--- src/rtl/serdac_pkg.sv ---
package serdac_pkg;
  localparam int CMD_W = 2;

  typedef enum logic [CMD_W-1:0] {
    CMD_LOAD  = 2'b00,
    CMD_RSV_A = 2'b01,
    CMD_RSV_B = 2'b10,
    CMD_RISE  = 2'b11
  } cmd_e;
endpackage

--- src/rtl/serdac_sync.sv ---
module serdac_sync #(
  parameter int W = 3,
  parameter int STAGES = 2,
  parameter logic [W-1:0] RST_VAL = '0
) (
  input  logic         clk,
  input  logic         rst_n,
  input  logic [W-1:0] d,
  output logic [W-1:0] q
);
  logic [W-1:0] stg [STAGES];

  for (genvar i = 0; i < STAGES; i++) begin : g_stage
    if (i == 0) begin : g_first
      always_ff @(posedge clk or negedge rst_n) begin
        if (!rst_n) stg[0] <= RST_VAL;
        else        stg[0] <= d;
      end
    end else begin : g_next
      always_ff @(posedge clk or negedge rst_n) begin
        if (!rst_n) stg[i] <= RST_VAL;
        else        stg[i] <= stg[i-1];
      end
    end
  end

  assign q = stg[STAGES-1];
endmodule

--- src/rtl/serdac_edge.sv ---
module serdac_edge #(
  parameter int W = 2,
  parameter logic [W-1:0] RST_VAL = '0
) (
  input  logic         clk,
  input  logic         rst_n,
  input  logic [W-1:0] lvl,
  output logic [W-1:0] rise,
  output logic [W-1:0] fall
);
  logic [W-1:0] prev_q;

  always_ff @(posedge clk or negedge rst_n) begin
    if (!rst_n) prev_q <= RST_VAL;
    else        prev_q <= lvl;
  end

  assign rise = lvl & ~prev_q;
  assign fall = ~lvl & prev_q;
endmodule

--- src/rtl/serdac_shifter.sv ---
module serdac_shifter #(
  parameter int FRAME_W = 16,
  parameter int HEAD_W  = 10,
  parameter int CNT_W   = 5
) (
  input  logic              clk,
  input  logic              rst_n,
  input  logic              frame_start,
  input  logic              frame_end,
  input  logic              shift_en,
  input  logic              sdin,
  output logic [HEAD_W-1:0] head,
  output logic [CNT_W-1:0]  bit_cnt
);
  localparam logic [CNT_W-1:0] FULL = CNT_W'(FRAME_W);

  logic [FRAME_W-1:0] sr_q;
  logic [CNT_W-1:0]   cnt_q;

  always_ff @(posedge clk or negedge rst_n) begin
    if (!rst_n) begin
      sr_q  <= '0;
      cnt_q <= '0;
    end else if (frame_start || frame_end) begin
      cnt_q <= '0;
    end else if (shift_en) begin
      if (cnt_q < FULL)  sr_q  <= {sr_q[FRAME_W-2:0], sdin};
      if (cnt_q <= FULL) cnt_q <= cnt_q + 1'b1;
    end
  end

  assign head    = sr_q[FRAME_W-1 -: HEAD_W];
  assign bit_cnt = cnt_q;
endmodule

--- src/rtl/serdac_ctrl.sv ---
module serdac_ctrl
  import serdac_pkg::*;
#(
  parameter int FRAME_W = 16,
  parameter int CODE_W  = 8,
  parameter int CNT_W   = 5,
  localparam int HEAD_W = CMD_W + CODE_W
) (
  input  logic              clk,
  input  logic              rst_n,
  input  logic              frame_end,
  input  logic [HEAD_W-1:0] head,
  input  logic [CNT_W-1:0]  bit_cnt,
  output logic [CODE_W-1:0] dac_code,
  output logic              update,
  output logic              edge_sel
);
  localparam logic [CNT_W-1:0] FULL = CNT_W'(FRAME_W);

  cmd_e cmd;
  logic complete;

  assign cmd      = cmd_e'(head[HEAD_W-1 -: CMD_W]);
  assign complete = frame_end && (bit_cnt == FULL);

  always_ff @(posedge clk or negedge rst_n) begin
    if (!rst_n) begin
      dac_code <= '0;
      update   <= 1'b0;
      edge_sel <= 1'b0;
    end else begin
      update <= 1'b0;
      if (complete) begin
        unique case (cmd)
          CMD_LOAD: begin
            dac_code <= head[CODE_W-1:0];
            update   <= 1'b1;
          end
          CMD_RISE:  edge_sel <= 1'b1;
          default:   ;
        endcase
      end
    end
  end
endmodule

--- src/rtl/serdac_frontend.sv ---
module serdac_frontend #(
  parameter int FRAME_W     = 16,
  parameter int CODE_W      = 8,
  parameter int SYNC_STAGES = 2
) (
  input  logic              clk,
  input  logic              rst_n,
  input  logic              sclk_i,
  input  logic              sync_n_i,
  input  logic              sdin_i,
  output logic [CODE_W-1:0] dac_code_o,
  output logic              update_o
);
  localparam int HEAD_W = serdac_pkg::CMD_W + CODE_W;
  localparam int CNT_W  = $clog2(FRAME_W + 2);

  logic [2:0] raw_in, syn;
  logic [1:0] rise_v, fall_v;
  logic       s_sclk, s_sync_n, s_sdin;
  logic       sclk_rise, sclk_fall, sync_rise, sync_fall;
  logic       shift_en, edge_sel;
  logic [HEAD_W-1:0] head;
  logic [CNT_W-1:0]  bit_cnt;

  assign raw_in = {sclk_i, sync_n_i, sdin_i};

  serdac_sync #(.W(3), .STAGES(SYNC_STAGES), .RST_VAL(3'b010)) u_sync (
    .clk(clk), .rst_n(rst_n), .d(raw_in), .q(syn)
  );

  assign s_sclk   = syn[2];
  assign s_sync_n = syn[1];
  assign s_sdin   = syn[0];

  serdac_edge #(.W(2), .RST_VAL(2'b01)) u_edge (
    .clk(clk), .rst_n(rst_n), .lvl({s_sclk, s_sync_n}),
    .rise(rise_v), .fall(fall_v)
  );

  assign sclk_rise = rise_v[1];
  assign sclk_fall = fall_v[1];
  assign sync_rise = rise_v[0];
  assign sync_fall = fall_v[0];

  assign shift_en = !s_sync_n && (edge_sel ? sclk_rise : sclk_fall);

  serdac_shifter #(.FRAME_W(FRAME_W), .HEAD_W(HEAD_W), .CNT_W(CNT_W)) u_shift (
    .clk(clk), .rst_n(rst_n), .frame_start(sync_fall), .frame_end(sync_rise),
    .shift_en(shift_en), .sdin(s_sdin), .head(head), .bit_cnt(bit_cnt)
  );

  serdac_ctrl #(.FRAME_W(FRAME_W), .CODE_W(CODE_W), .CNT_W(CNT_W)) u_ctrl (
    .clk(clk), .rst_n(rst_n), .frame_end(sync_rise), .head(head),
    .bit_cnt(bit_cnt), .dac_code(dac_code_o), .update(update_o),
    .edge_sel(edge_sel)
  );
endmodule

--- config.mk ---
export PLATFORM = sky130hd
export DESIGN_NAME = serdac_frontend
export DESIGN_NICKNAME = d
export VERILOG_FILES = /design/src/rtl/serdac_pkg.sv /design/src/rtl/serdac_sync.sv /design/src/rtl/serdac_edge.sv /design/src/rtl/serdac_shifter.sv /design/src/rtl/serdac_ctrl.sv /design/src/rtl/serdac_frontend.sv
export SDC_FILE = /design/constraint.sdc
export NUM_CORES = 1
export LEC_CHECK = 0
export ABC_AREA = 0
export BUFFER_PORTS_ARGS = -buffer_cell sky130_fd_sc_hd__buf_2
export CAP_MARGIN = 20
export CORE_MARGIN = 1.5
export CORE_UTILIZATION = 30
export CTS_BUF_LIST = sky130_fd_sc_hd__clkbuf_2 sky130_fd_sc_hd__clkbuf_4 sky130_fd_sc_hd__clkbuf_8
export DETAILED_ROUTE_END_ITERATION = 16
export GPL_TIMING_DRIVEN = 1
export PLACE_DENSITY_LB_ADDON = 0.3
export SLEW_MARGIN = 10
export SYNTH_ARGS = -nofsm -noshare
export SYNTH_HDL_FRONTEND = slang
export SYNTH_HIERARCHICAL = 1
export SYNTH_SLANG_ARGS = --single-unit
export TNS_END_PERCENT = 20
--- constraint.sdc ---
create_clock -name clk -period 2.45 [get_ports clk]
set_input_delay 0.1225 -clock clk [delete_from_list [all_inputs] [get_ports clk]]
set_output_delay 0.1225 -clock clk [all_outputs]
set_load 0.005 [all_outputs]
# After elaboration in Yosys (flattened, before gate mapping)

Index checks and enable logic that the tools add are counted.

Output and inout port bits: 9
Bits in read-only memories: 0
Memory bits (writable): 0
Bits in registers: 39
Bits in latches: 0
Memories kept: 0
Word-level logic and storage cells: 35

Bitwise operators: 5
Multiplexer cells: 6
$add $sub $neg: 1
$lt $le $gt $ge: 2
Div/mod/pow operators: 0
Equal/unequal tests: 2
Reductions and logical operators: 11
Multipliers: 0
Shift-type cells: 0

Operators by type and width:

| operator            | count |
|---|---|
| $mux 5              | 3 |
| $reduce_and 2->1    | 3 |
| $add 5x1->5 const B | 1 |
| $eq 5x5->1 const B  | 1 |
| $le 5x5->1 const B  | 1 |
| $lt 5x5->1 const B  | 1 |
| $and 2x2->2         | 2 |
| $not 2->2           | 2 |
| $reduce_bool 2->1   | 2 |
| $mux 1              | 3 |
| $reduce_and 3->1    | 1 |
| $eq 2x2->1 const B  | 1 |
| $logic_and 1x1->1   | 2 |
| $logic_not 2->1     | 1 |
| $logic_not 1->1     | 1 |
| $logic_or 1x1->1    | 1 |
| $not 1->1           | 1 |

# Logic depth before layout (Yosys ltp)

Gate-level depths: netlist of run 1.

Depth in word-level cells: 6
Mapped depth: 8

# Cells and area by module

The synthesis of run 1 kept the hierarchy.

By module, submodules not included:

| module          | area an instance (um^2) | times used | cells an instance |
|---|---|---|---|
| serdac_shifter  | 1032.2                  | 1          | 75 |
| serdac_ctrl     | 396.6                   | 1          | 24 |
| serdac_sync     | 175.2                   | 1          | 9 |
| serdac_edge     | 86.3                    | 1          | 6 |
| serdac_frontend | 13.8                    | 1          | 2 |

# Worst setup path before layout of run 1

Ideal clock, no wire load.

Kind: register -> register
From: register u_sync.stg, in the netlist u_sync/q[2]
To: register u_shift.sr_q[0]
Path slack: 0.623 ns
Path buffers: 2
Data arrival time: 1.702 ns
Period minus slack after synthesis: 1.827 ns
Cell stages (with the launch flop): 9
Library setup time: 0.125 ns
Cell sequence: dfrtp_1 buf_4 and2b_2 mux2i_1 nor2_1 nand2b_4 nor2_8 buf_12 mux2_4

Word-level cells in the longest chain between the ends: 5

RTL lines:

| element                          | line                  | source |
|---|---|---|
| start: declaration               | serdac_sync.sv:11     | `logic [W-1:0] stg [STAGES];` |
| start signal: indexed assignment | serdac_sync.sv:22     | `else stg[i] <= stg[i-1];` |
| $not 2->2                        | serdac_edge.sv:19     | `assign fall = ~lvl & prev_q;` |
| $and 2x2->2                      | serdac_edge.sv:19     |  |
| via fall_v[1]                    | serdac_frontend.sv:18 | `logic [1:0] rise_v, fall_v;` |
| $mux 1                           | serdac_frontend.sv:45 | `assign shift_en = !s_sync_n && (edge_sel ? sclk_rise : sclk_fall);` |
| $logic_and 1x1->1                | serdac_frontend.sv:45 |  |
| via shift_en                     | serdac_frontend.sv:21 | `logic shift_en, edge_sel;` |
| $reduce_and 3->1 (no line)       | -                     |  |
| end signal: assignment           | serdac_shifter.sv:27  | `if (cnt_q < FULL) sr_q <= {sr_q[FRAME_W-2:0], sdin};` |
| end: declaration                 | serdac_shifter.sv:17  | `logic [FRAME_W-1:0] sr_q;` |

The timed path passes the listed nets, and every way through them passes these cells.
A chain may end at the register's enable or synchronous reset.

# Worst setup path in the final report of run 1

From: register u_edge.prev_q[1]
To: register u_shift.sr_q[2]

Word-level cells in the longest chain between the ends: 5

RTL lines:

| element                    | line                  | source |
|---|---|---|
| start: declaration         | serdac_edge.sv:11     | `logic [W-1:0] prev_q;` |
| start signal: assignment   | serdac_edge.sv:15     | `else prev_q <= lvl;` |
| $not 2->2                  | serdac_edge.sv:18     | `assign rise = lvl & ~prev_q;` |
| $and 2x2->2                | serdac_edge.sv:18     |  |
| via rise_v[1]              | serdac_frontend.sv:18 |  |
| $mux 1                     | serdac_frontend.sv:45 |  |
| $logic_and 1x1->1          | serdac_frontend.sv:45 |  |
| via shift_en               | serdac_frontend.sv:21 |  |
| $reduce_and 3->1 (no line) | -                     |  |

The timed path passes the listed nets, and every way through them passes these cells.

==> summary.md, run 1 <==
| Metric | Value |
|---|---|
| Outcome | completed |
| Initial DRC Count | 62 |
| FP Rows | 27 |
| Crit path time final | 1.91 ns |
| Max Cap Viol | 0 |
| Die ar. | 6140 µm² |
| Highest clock rate | 0.524 GHz |
| Synth Area per Inst | 14.7 µm² |
| Core box area | 5510 µm² |
| Total power | 1.44 mW |
| Pre-antenna DRT Iters | 4 |
| Vias in the first global route | 884 |
| Vias | 859 |
| Final core occ | 0.348 |
| Cell area after synthesis | 1700 µm² |
| H-tree level count | 2 |
| DP Wirelength | 1530 µm |
| Fin worst setup slack | 0.541 ns |
| ANT cells | 0 |
| Period utilization | 0.779 |
| Drc violations | 0 |
| Final hold violations | 0 |
| Die W | 78.4 µm |
| Vias/cell | 4.32 |
| Cells after Synth | 116 |
| Placement Setup Slack | 0.550 ns |
| Die height | 78.4 µm |
| VDD IR max | 444 µV |
| Post-route setup TNS | 0 ns |
| Synth-to-layout area growth | 12.6% |
| Reg2reg path depth | 6 |
| Crit-path slowest cell | mux2_2 |
| Total Routing Usage GR | 0.0880 |
| Post-synth top area cell | dfrtp_1 |
| Pwr dens | 752 nW/µm² |
| Antenna Violating Nets Remaining | 0 |
| Initial antenna violation count | 0 |
| Worst Clk Skew | 0.00649 ns |
| Io pins | 14 |
| R2r endpoint | u_shift/sr_q[2] |
| Final Net Count | 133 |
| Drt total wl | 2320 µm |
| Cell Count, Final, Fillers Out | 199 |
| Async S/R FF share, synth | 1.00 |
| FF+latch count, synth | 39 |
| Min-delay worst type | reg -> reg |
| Ys Warns | 6 |
| DR WL/cell | 11.7 µm |
| Crit path from | u_edge/prev_q[1] |
| Critical Path RT | 2.62 ns |
| Yosys top cell area share | 0.529 |
| Critical path cell sequence | and2b_2 > mux2i_1 > nor2_1 > nand2b_4 > nor2_8 > mux2_2 |
| Cell leakage power | 0.933 nW |
| Syn nets | 123 |
| Setup Viol. Count Final | 0 |
| Layout cells sized above 1 | 0.465 |
| Clk root buf | clkbuf_8 |
| Crit path max fanout | 16 |
| Postcts setup bufs | 0 |
| Crit. End Element | flip-flop |
| Fillers | 548 |
| GP Congestion | 0.738 |
| Worst-margin pin slew | 0.848 ns |
| Kind of critical path | reg -> reg |
| Reg-to-reg startpoint | u_edge/prev_q[1] |
| Initial Utilization | 0.309 |
| Placed cell areas | 1740 µm² |
| CTS buffer count | 5 |
| Worst setup SP type | flip-flop |
| CP Capture Point | u_shift/sr_q[2] |
| First-pass GRT wire length | 4080 µm |
| Top post-synthesis cells by area | dfrtp_1 53%, mux2_4 8.8%, mux2_2 8.6% |
| Top-count cell post-synth | dfrtp_1 |
| Worst R2R Setup Slack | 0.54 ns |
| Cells after DPL | 187 |
| Worst endpoint data arrival time | 2.08 ns |
| Relative slew slack | 0.435 |
| Skew-Pair Late Insertion Delay | 0.28 ns |
| Top cells by count, synth | 36 x dfrtp_1, 13 x buf_4, 13 x mux2_2 |
| Yosys cell types | 29 |
| Worst hold slack | 0.350 ns |
| RSZ-0062 raised after global routing | no |
| Sequential-to-total area share from yosys stat | 0.575 |
| Final instance area | 1920 µm² |
| Critical path's largest stage delay | 0.38 ns |
| Port buffer count | 13 |
| Clock transition at path regs | 0.07 ns |
| GR Overflow Total | 0 |
| Maximum number of pins on one net before global-route repair | 40 |
| TritonCTS clock tree | done |
| Clock sink count | 39 |
| Post-synth EDFFs | 0 |
| Clock Tree Buf Depth | 2 |
| Max Slew Vio Count | 0 |
| Post-synth top flop | dfrtp_1 |
==> metal layers <==
metal | up-vias | GRT usage | share of wire
met3 | 5 | 0.0395 | 0.052
met2 | 22 | 0.142 | 0.49
li1 | 404 | - | -
met5 | - | 0 | 0
met1 | 428 | 0.0989 | 0.44
met4 | 0 | 0.0429 | 0.021
==> worst max-delay path, delay by kind of cell (launching register included) <==
kind | cells | cell delay (ns)
AND/OR/NAND/NOR | 4 | 0.97
multiplexers | 2 | 0.44
flip-flops | 1 | 0.37
==> worst min-delay path by stage <==
stage / endpoint / cells after the start / startpoint / slack [ns]
finish: u_sync/q[2] / 0 / u_sync/stg[5] / 0.35
detailed placement: u_sync/stg[4] / 1 / sync_n_i / 0.23
global route: u_sync/q[1] / 0 / u_sync/stg[4] / 0.36
CTS: u_sync/q[2] / 0 / u_sync/stg[5] / 0.35
floorplan: u_ctrl/dac_code[0] / 0 / rst_n / -0.17
global placement: u_sync/stg[4] / 1 / sync_n_i / 0.23
==> cell type report <==
| cell class | instances | area [µm²] | share of cell area |
|---|---|---|---|
| Sequential cell | 39 | 980 | 0.511 |
| Multi-Input combinational cell | 61 | 599 | 0.312 |
| Timing Repair Buffer | 17 | 105 | 0.0548 |
| Tap cell | 72 | 90.1 | 0.0470 |
| Clock buffer | 6 | 76.3 | 0.0398 |
| Clock inverter | 2 | 60.1 | 0.0313 |
| Inverter | 2 | 7.51 | 0.00391 |
==> sequential cells by signal, indices dropped and copies added, names as in the netlist <==
register,flops
u_sync/stg,3
u_shift/sr_q,16
u_sync/q,3
u_ctrl/edge_sel,1
u_shift/bit_cnt,5
u_ctrl/update,1
u_ctrl/dac_code,8
u_edge/prev_q,2
==> placed cells by master (no fill, tap or decap), drive strengths merged <==
cell type	netlist	final
clkbuf	0	6
and3	1	1
or3	1	1
and4bb	1	1
bufinv	0	2
dfrtp	36	36
a41oi	1	1
inv	2	2
nand2b	2	2
a41o	1	1
or2	1	1
nand2	4	4
buf	14	13
nand3	4	4
a21o	1	1
nor2	6	6
dlygate4sd3	0	4
and2b	4	4
mux2	24	24
dfstp	3	3
a21oi	3	3
o221a	1	1
mux2i	2	2
nand4bb	1	1
ha	2	2
o21ai	1	1
==> power by group <==
part | switching [mW] | internal, mW | total (mW)
logic | 0.0426 | 0.0547 | 0.0973
clock network | 0.210 | 0.418 | 0.628
registers | 0.0249 | 0.692 | 0.717
==> logic make-up after synthesis <==
family	count (synthesis)	share of synthesized area
buffers and inverters	16	0.0734
AOI/OAI and AO/OA	8	0.0345
and+or+nand+nor	25	0.110
DFF	39	0.575
adders and majority gates	2	0.0147
muxes	26	0.192
==> timing repair <==
action	CTS	global route
hold buffers	4	0
resized for setup	0	0
endpoints found under the hold margin	39	0
No activity file was read; power rests on OpenSTA's default activity.
==> run 2: changes to the inputs <==
- ABC_AREA: 0 -> 1
- clock period: 2.45 -> 1.8 ns (I/O delays scaled with it)
==> summary.md, run 2 <==
| Metric | Value |
|---|---|
| Period utilization | 0.878 (was 0.779) |
| Post-synth top flop | dfrtp_1 (unchanged) |
| Drc violations | 0 (unchanged) |
| GP Congestion | 0.816 (was 0.738) |
| Worst setup SP type | flip-flop (unchanged) |
| Worst endpoint data arrival time | 1.80 ns (was 2.08 ns) |
| CP Capture Point | u_ctrl/edge_sel (was u_shift/sr_q[2]) |
| Syn nets | 200 (was 123) |
| Pwr dens | 1100 nW/µm² (was 752 nW/µm²) |
| Initial Utilization | 0.312 (was 0.309) |
| Most frequent cells in the layout | 45 x nand2_1, 36 x dfrtp_1, 24 x inv_1 (was 36 x dfrtp_1, 13 x buf_2, 13 x mux2_2) |
| Pre-antenna DRT Iters | 4 (unchanged) |
| P_sw | 0.596 mW (was 0.278 mW) |
| Skew-Pair Late Insertion Delay | 0.29 ns (was 0.28 ns) |
| Drt total wl | 2890 µm (was 2320 µm) |
| Async S/R FF share, synth | 1.00 (unchanged) |
| CTS buffer count | 5 (unchanged) |
| Sw Ratio | 0.264 (was 0.193) |
| Clock transition at path regs | 0.08 ns (was 0.07 ns) |
| Final core occ | 0.349 (was 0.348) |
| Worst Clk Skew | 0.00950 ns (was 0.00649 ns) |
| H-tree level count | 2 (unchanged) |
| Max reg flops | 16 (unchanged) |
| Port buffer count | 13 (unchanged) |
| First-pass GRT wire length | 4970 µm (was 4080 µm) |
| Kind of critical path | reg -> reg (unchanged) |
| Clock Tree Buf Depth | 2 (unchanged) |
| Initial DRC Count | 94 (was 62) |
| Yosys cell types | 18 (was 29) |
| RSZ-0062 raised after global routing | no (unchanged) |
| Maximum number of pins on one net before global-route repair | 33 (was 40) |
| Die W | 81.5 µm (was 78.4 µm) |
| Relative slew slack | 0.636 (was 0.435) |
| FF+latch count, synth | 39 (unchanged) |
| Clock sink count | 39 (unchanged) |
| Vias/cell | 4.33 (was 4.32) |
| GR Overflow Total | 0 (unchanged) |
| Die ar. | 6640 µm² (was 6140 µm²) |
| VDD IR max | 412 µV (was 444 µV) |
| Min-delay worst type | in -> async (was reg -> reg) |
| Synth-to-layout area growth | 11.8% (was 12.6%) |
| Total Routing Usage GR | 0.103 (was 0.0880) |
| Vias in the first global route | 1,066 (was 884) |
| Internal power | 1.67 mW (was 1.16 mW) |
| Max Slew Vio Count | 0 (unchanged) |
| Sequential-to-total area share from yosys stat | 0.530 (was 0.575) |
| Cell area after synthesis | 1850 µm² (was 1700 µm²) |
| Stages on worst setup path | 6 (unchanged) |
| TritonCTS clock tree | done (unchanged) |
| Top post-synthesis cells by area | dfrtp_1 49%, nand2_1 9.1%, buf_4 5.7% (was dfrtp_1 53%, mux2_4 8.8%, mux2_2 8.6%) |
| Worst R2R Setup Slack | 0.22 ns (was 0.54 ns) |
| Fillers | 611 (was 548) |
| Top-count cell post-synth | nand2_1 (was dfrtp_1) |
| Yosys top cell area share | 0.488 (was 0.529) |
| DR WL/cell | 10.4 µm (was 11.7 µm) |
| Reg2reg path depth | 6 (unchanged) |
| FP Rows | 28 (was 27) |
| Core box area | 5920 µm² (was 5510 µm²) |
| Top cells by count, synth | 45 x nand2_1, 36 x dfrtp_1, 24 x inv_1 (was 36 x dfrtp_1, 13 x buf_4, 13 x mux2_2) |
| Post-synth top area cell | dfrtp_1 (unchanged) |
| Ys Warns | 6 (unchanged) |
| Crit path buffers/inverters | 1 (was 0) |
| Cells after Synth | 193 (was 116) |
| Highest clock rate | 0.632 GHz (was 0.524 GHz) |
| Final hold violations | 0 (unchanged) |
| Crit path max fanout | 9 (was 16) |
| Crit path time final | 1.58 ns (was 1.91 ns) |
| Crit. End Element | flip-flop (unchanged) |
| Initial antenna violation count | 0 (unchanged) |
| Io pins | 14 (unchanged) |
| Critical path's largest stage delay | 0.55 ns (was 0.38 ns) |
| Crit-path slowest cell | dfstp_2 (was mux2_2) |
| Most flops, register | u_shift/sr_q (unchanged) |
| CP dominant cell by count | nand2_1 |
| Postcts setup bufs | 0 (unchanged) |
| Reg-to-reg startpoint | u_sync/q[1] (was u_edge/prev_q[1]) |
| Outcome | completed (unchanged) |
| Critical path cell sequence | inv_1 > nor2_1 > nand2_1 > nor2_2 > nand4_1 > nand2_1 (was and2b_2 > mux2i_1 > nor2_1 > nand2b_4 > nor2_8 > mux2_2) |
| Synth Area per Inst | 9.57 µm² (was 14.7 µm²) |
| Cell leakage power | 1.07 nW (was 0.933 nW) |
| Final Net Count | 209 (was 133) |
| Vias | 1,203 (was 859) |
| Max Cap Viol | 0 (unchanged) |
| R2r endpoint | u_ctrl/edge_sel (was u_shift/sr_q[2]) |
| Worst-margin pin slew | 0.546 ns (was 0.848 ns) |
| Post-route setup TNS | 0 ns (unchanged) |
| Cell family with most CP delay | simple AND/OR/NAND/NOR gates (unchanged) |
| Antenna Violating Nets Remaining | 0 (unchanged) |
| Layout cells sized above 1 | 0.256 (was 0.465) |
| Crit path from | u_sync/q[1] (was u_edge/prev_q[1]) |
| Commonest non-fill, non-tap cell in the layout | nand2_1 (was dfrtp_1) |
| Die height | 81.5 µm (was 78.4 µm) |
| Post-synth EDFFs | 0 (unchanged) |
| Clk pwr share | 0.383 (was 0.436) |
| DP Wirelength | 1900 µm (was 1530 µm) |
| Setup Viol. Count Final | 0 (unchanged) |
| Clk root buf | clkbuf_8 (unchanged) |
| ANT cells | 0 (unchanged) |
| Sequential fraction of design power | 0.480 (was 0.497) |
| Combinational share of power | 0.137 (was 0.067) |
| Critical Path RT | 2.02 ns (was 2.62 ns) |
| Worst hold slack | 0.314 ns (was 0.350 ns) |
## run 2: final cells by class
| type | count | area (µm²) | area share |
|---|---|---|---|
| Clock buffer | 5 | 68.8 | 0.0333 |
| Clock inverter | 3 | 67.6 | 0.0327 |
| Inverter | 26 | 97.6 | 0.0473 |
| Multi-Input combinational cell | 111 | 637 | 0.308 |
| Sequential cell | 39 | 980 | 0.475 |
| Tap cell | 75 | 93.8 | 0.0455 |
| Timing Repair Buffer | 19 | 120 | 0.0582 |
## run 2: what timing repair did
action	in CTS	in global routing
hold buffers	4	0
endpoints found under the setup margin	0	1
resized for setup	0	1
endpoints found under the hold margin	26	0
## run 2: per-stage QoR
stage | power [mW] | cells | cell area (µm²) | setup slack (ns)
2_1_floorplan | 1.43 | 193 | 1850 | 0.392
3_3_place_gp | 1.40 | 265 | 1870 | 0.150
3_5_place_dp | 1.40 | 265 | 1870 | 0.128
4_1_cts | 2.29 | 277 | 2050 | 0.129
5_1_grt | 2.41 | 278 | 2060 | 0.0428
6_report | 2.26 | 278 | 2060 | 0.219
## run 2: cell families after synthesis
| family | synth area share |
|---|---|
| buffers and inverters | 0.134 |
| flip-flops | 0.530 |
| AO/OA/AOI/OAI | 0.0759 |
| XOR/XNOR | 0.00474 |
| AND/OR/NAND/NOR | 0.241 |
| adder cells (fa/ha/maj) | 0.0135 |
## run 2: power groups by stage
stage          clock network, mW  registers, mW  logic (mW)
3_5_place_dp                   0           1.10       0.302
3_3_place_gp                   0           1.10       0.300
2_1_floorplan                  0           1.07       0.359
5_1_grt                    0.945           1.11       0.354
4_1_cts                    0.893           1.09       0.309
6_report                   0.866           1.09       0.310
## run 2: metal layers
| layer | global-route usage | up-vias | wire [µm] |
|---|---|---|---|
| met4 | 0.0466 | 0 | 47 |
| met5 | 0 | - | 0 |
| met3 | 0.0467 | 4 | 137 |
| met1 | 0.136 | 557 | 1380 |
| li1 | - | 618 | - |
| met2 | 0.144 | 24 | 1330 |
## run 2: worst min-delay path by stage
stage	endpoint	cells past startpoint
6_report	u_shift/sr_q[13]	2
5_1_grt	u_sync/q[2]	0
4_1_cts	u_shift/sr_q[13]	2
3_5_place_dp	u_sync/stg[5]	1
3_3_place_gp	u_sync/stg[5]	1
2_1_floorplan	u_ctrl/dac_code[0]	0
## run 2: worst register-to-register path: stages (launching register included)
cell and delay [ns]:
dfstp_2 0.55, inv_1 0.04, nor2_1 0.20, nand2_1 0.15, nor2_2 0.33, nand4_1 0.17
nand2_1 0.09
==> run 3: changes to the inputs <==
- ABC_AREA: 1 -> 0
- BUFFER_PORTS_ARGS: -buffer_cell sky130_fd_sc_hd__buf_2 -> not set
- DONT_BUFFER_PORTS: not set -> 1
==> summary.md, run 3 (synthesis results as in run 1) <==
| Metric | Value |
|---|---|
| Initial antenna violation count | 0 (unchanged) |
| R2r endpoint | u_shift/sr_q[4] (was u_ctrl/edge_sel) |
| Io pins | 14 (unchanged) |
| Initial DRC Count | 31 (was 94) |
| Total Routing Usage GR | 0.0932 (was 0.103) |
| Commonest non-fill, non-tap cell in the layout | dfrtp_1 (was nand2_1) |
| Most flops, register | u_shift/sr_q (unchanged) |
| Vias | 863 (was 1,203) |
| Layout cells sized above 1 | 0.451 (was 0.256) |
| Fillers | 528 (was 611) |
| RSZ-0062 raised after global routing | no (unchanged) |
| Die ar. | 6140 µm² (was 6640 µm²) |
| Crit. End Element | flip-flop (unchanged) |
| Max Cap Viol | 0 (unchanged) |
| Outcome | completed (unchanged) |
| Final core occ | 0.347 (was 0.349) |
| ANT cells | 0 (unchanged) |
| Kind of critical path | reg -> reg (unchanged) |
| Grt peak-use layer | met2 (unchanged) |
| Port buffer count | 0 (was 13) |
| Pre-antenna DRT Iters | 4 (unchanged) |
| Final Net Count | 129 (was 209) |
| FP Rows | 27 (was 28) |
| Cell leakage power | 0.898 nW (was 1.07 nW) |
| Die height | 78.4 µm (was 81.5 µm) |
| Synth-to-layout area growth | 12.2% (was 11.8%) |
| Worst Clk Skew | 0.00740 ns (was 0.00950 ns) |
| Clock Tree Buf Depth | 2 (unchanged) |
| VDD IR max | 561 µV (was 412 µV) |
| Total power | 1.71 mW (was 2.26 mW) |
| Core box area | 5510 µm² (was 5920 µm²) |
| Met3 Use GR | 0.0465 (was 0.0467) |
| Max Slew Vio Count | 0 (unchanged) |
| Reg-to-reg startpoint | u_sync/q[1] (unchanged) |
| Worst setup SP type | flip-flop (unchanged) |
| Die W | 78.4 µm (was 81.5 µm) |
| Final hold violations | 0 (unchanged) |
| Worst endpoint data arrival time | 1.90 ns (was 1.80 ns) |
| Max reg flops | 16 (unchanged) |
| Min-delay worst type | in -> async (unchanged) |
| Clock transition at path regs | 0.07 ns (was 0.08 ns) |
| Clock sink count | 39 (unchanged) |
| Critical Path RT | 1.97 ns (was 2.02 ns) |
| Met1 global-route usage | 0.112 (was 0.136) |
| Relative slew slack | 0.813 (was 0.636) |
| Worst-margin pin slew | 0.280 ns (was 0.546 ns) |
| Worst hold slack | 0.253 ns (was 0.314 ns) |
| Maximum number of pins on one net before global-route repair | 40 (was 33) |
| Reg2reg path depth | 5 (was 6) |
| DR WL/cell | 12.8 µm (was 10.4 µm) |
| Period utilization | 0.963 (was 0.878) |
| Drc violations | 0 (unchanged) |
| TritonCTS clock tree | done (unchanged) |
| Crit path time final | 1.73 ns (was 1.58 ns) |
| CTS resizes | 0 (unchanged) |
| GR Overflow Total | 0 (unchanged) |
| Setup Viol. Count Final | 0 (unchanged) |
| CTS buffer count | 5 (unchanged) |
| Pwr dens | 895 nW/µm² (was 1100 nW/µm²) |
| Vias/cell | 4.45 (was 4.33) |
| Post-route setup TNS | 0 ns (unchanged) |
| Worst R2R Setup Slack | 0.07 ns (was 0.22 ns) |
| Clk root buf | clkbuf_8 (unchanged) |
| Crit path max fanout | 8 (was 9) |
| Drt total wl | 2480 µm (was 2890 µm) |
| Most frequent cells in the layout | 36 x dfrtp_1, 13 x mux2_2, 10 x mux2_4 (was 45 x nand2_1, 36 x dfrtp_1, 24 x inv_1) |
| H-tree level count | 2 (unchanged) |
| Initial Utilization | 0.309 (was 0.312) |
| Skew-Pair Late Insertion Delay | 0.28 ns (was 0.29 ns) |
| GR Layer Usage met2 | 0.148 (was 0.144) |
| Highest clock rate | 0.577 GHz (was 0.632 GHz) |
| GP Congestion | 0.736 (was 0.816) |
| First-pass GRT wire length | 4370 µm (was 4970 µm) |
| Vias in the first global route | 940 (was 1,066) |
| Antenna Violating Nets Remaining | 0 (unchanged) |
-- run 3: area by class of cell --
class | count | area (µm²) | area share
Sequential cell | 39 | 980 | 0.512
Multi-Input combinational cell | 61 | 602 | 0.315
Clock inverter | 1 | 5.00 | 0.00262
Clock buffer | 6 | 82.6 | 0.0432
Inverter | 2 | 7.51 | 0.00393
Timing Repair Buffer | 13 | 145 | 0.0759
Tap cell | 72 | 90.1 | 0.0471
-- run 3: power breakdown --
part	switching [mW]	internal [mW]
sequential	0.0372	0.942
combinational	0.0607	0.0881
clock	0.284	0.300
-- run 3: critical path, stage by stage, from the launching register on --
cell and delay (ns):
dfstp_2 0.52, and2b_2 0.22, or2_4 0.29, nor2_8 0.12
buf_12 0.13, mux2_2 0.33
-- run 3: worst max-delay path by stage --
stage	from	end	slack, ns	depth (start not counted)
6_report	u_sync/q[1]	u_shift/sr_q[4]	0.07	5
4_1_cts	u_sync/q[1]	u_shift/sr_q[4]	0.04	5
5_1_grt	u_sync/q[2]	u_shift/sr_q[4]	0.003	7
3_5_place_dp	u_sync/q[1]	u_shift/sr_q[4]	0.05	5
2_1_floorplan	u_sync/q[1]	u_shift/sr_q[0]	0.02	6
3_3_place_gp	u_sync/q[1]	u_shift/sr_q[4]	0.07	5
-- run 3: layer usage --
metal	wire (µm)	vias to the layer above	share of wire
met1	1160	449	0.47
met2	1190	15	0.48
met4	16	0	0.0065
met5	0	-	0
li1	-	397	-
met3	106	2	0.043
-- run 3: repair_timing --
| action | in CTS | in global routing |
|---|---|---|
| hold buffers | 5 | 0 |
| buffers inserted | 0 | 6 |
| endpoints found under the setup margin | 0 | 8 |
| hold endpoints to repair | 42 | 0 |
-- run 3: metrics by stage --
stage	worst slack, ns	instances	cell area (µm²)
final	0.0668	194	1910
after global routing	0.00301	194	1910
after CTS	0.0354	188	1870
after detailed placement	0.0458	176	1720
after global placement	0.0714	176	1720
after floorplan	0.0240	116	1710
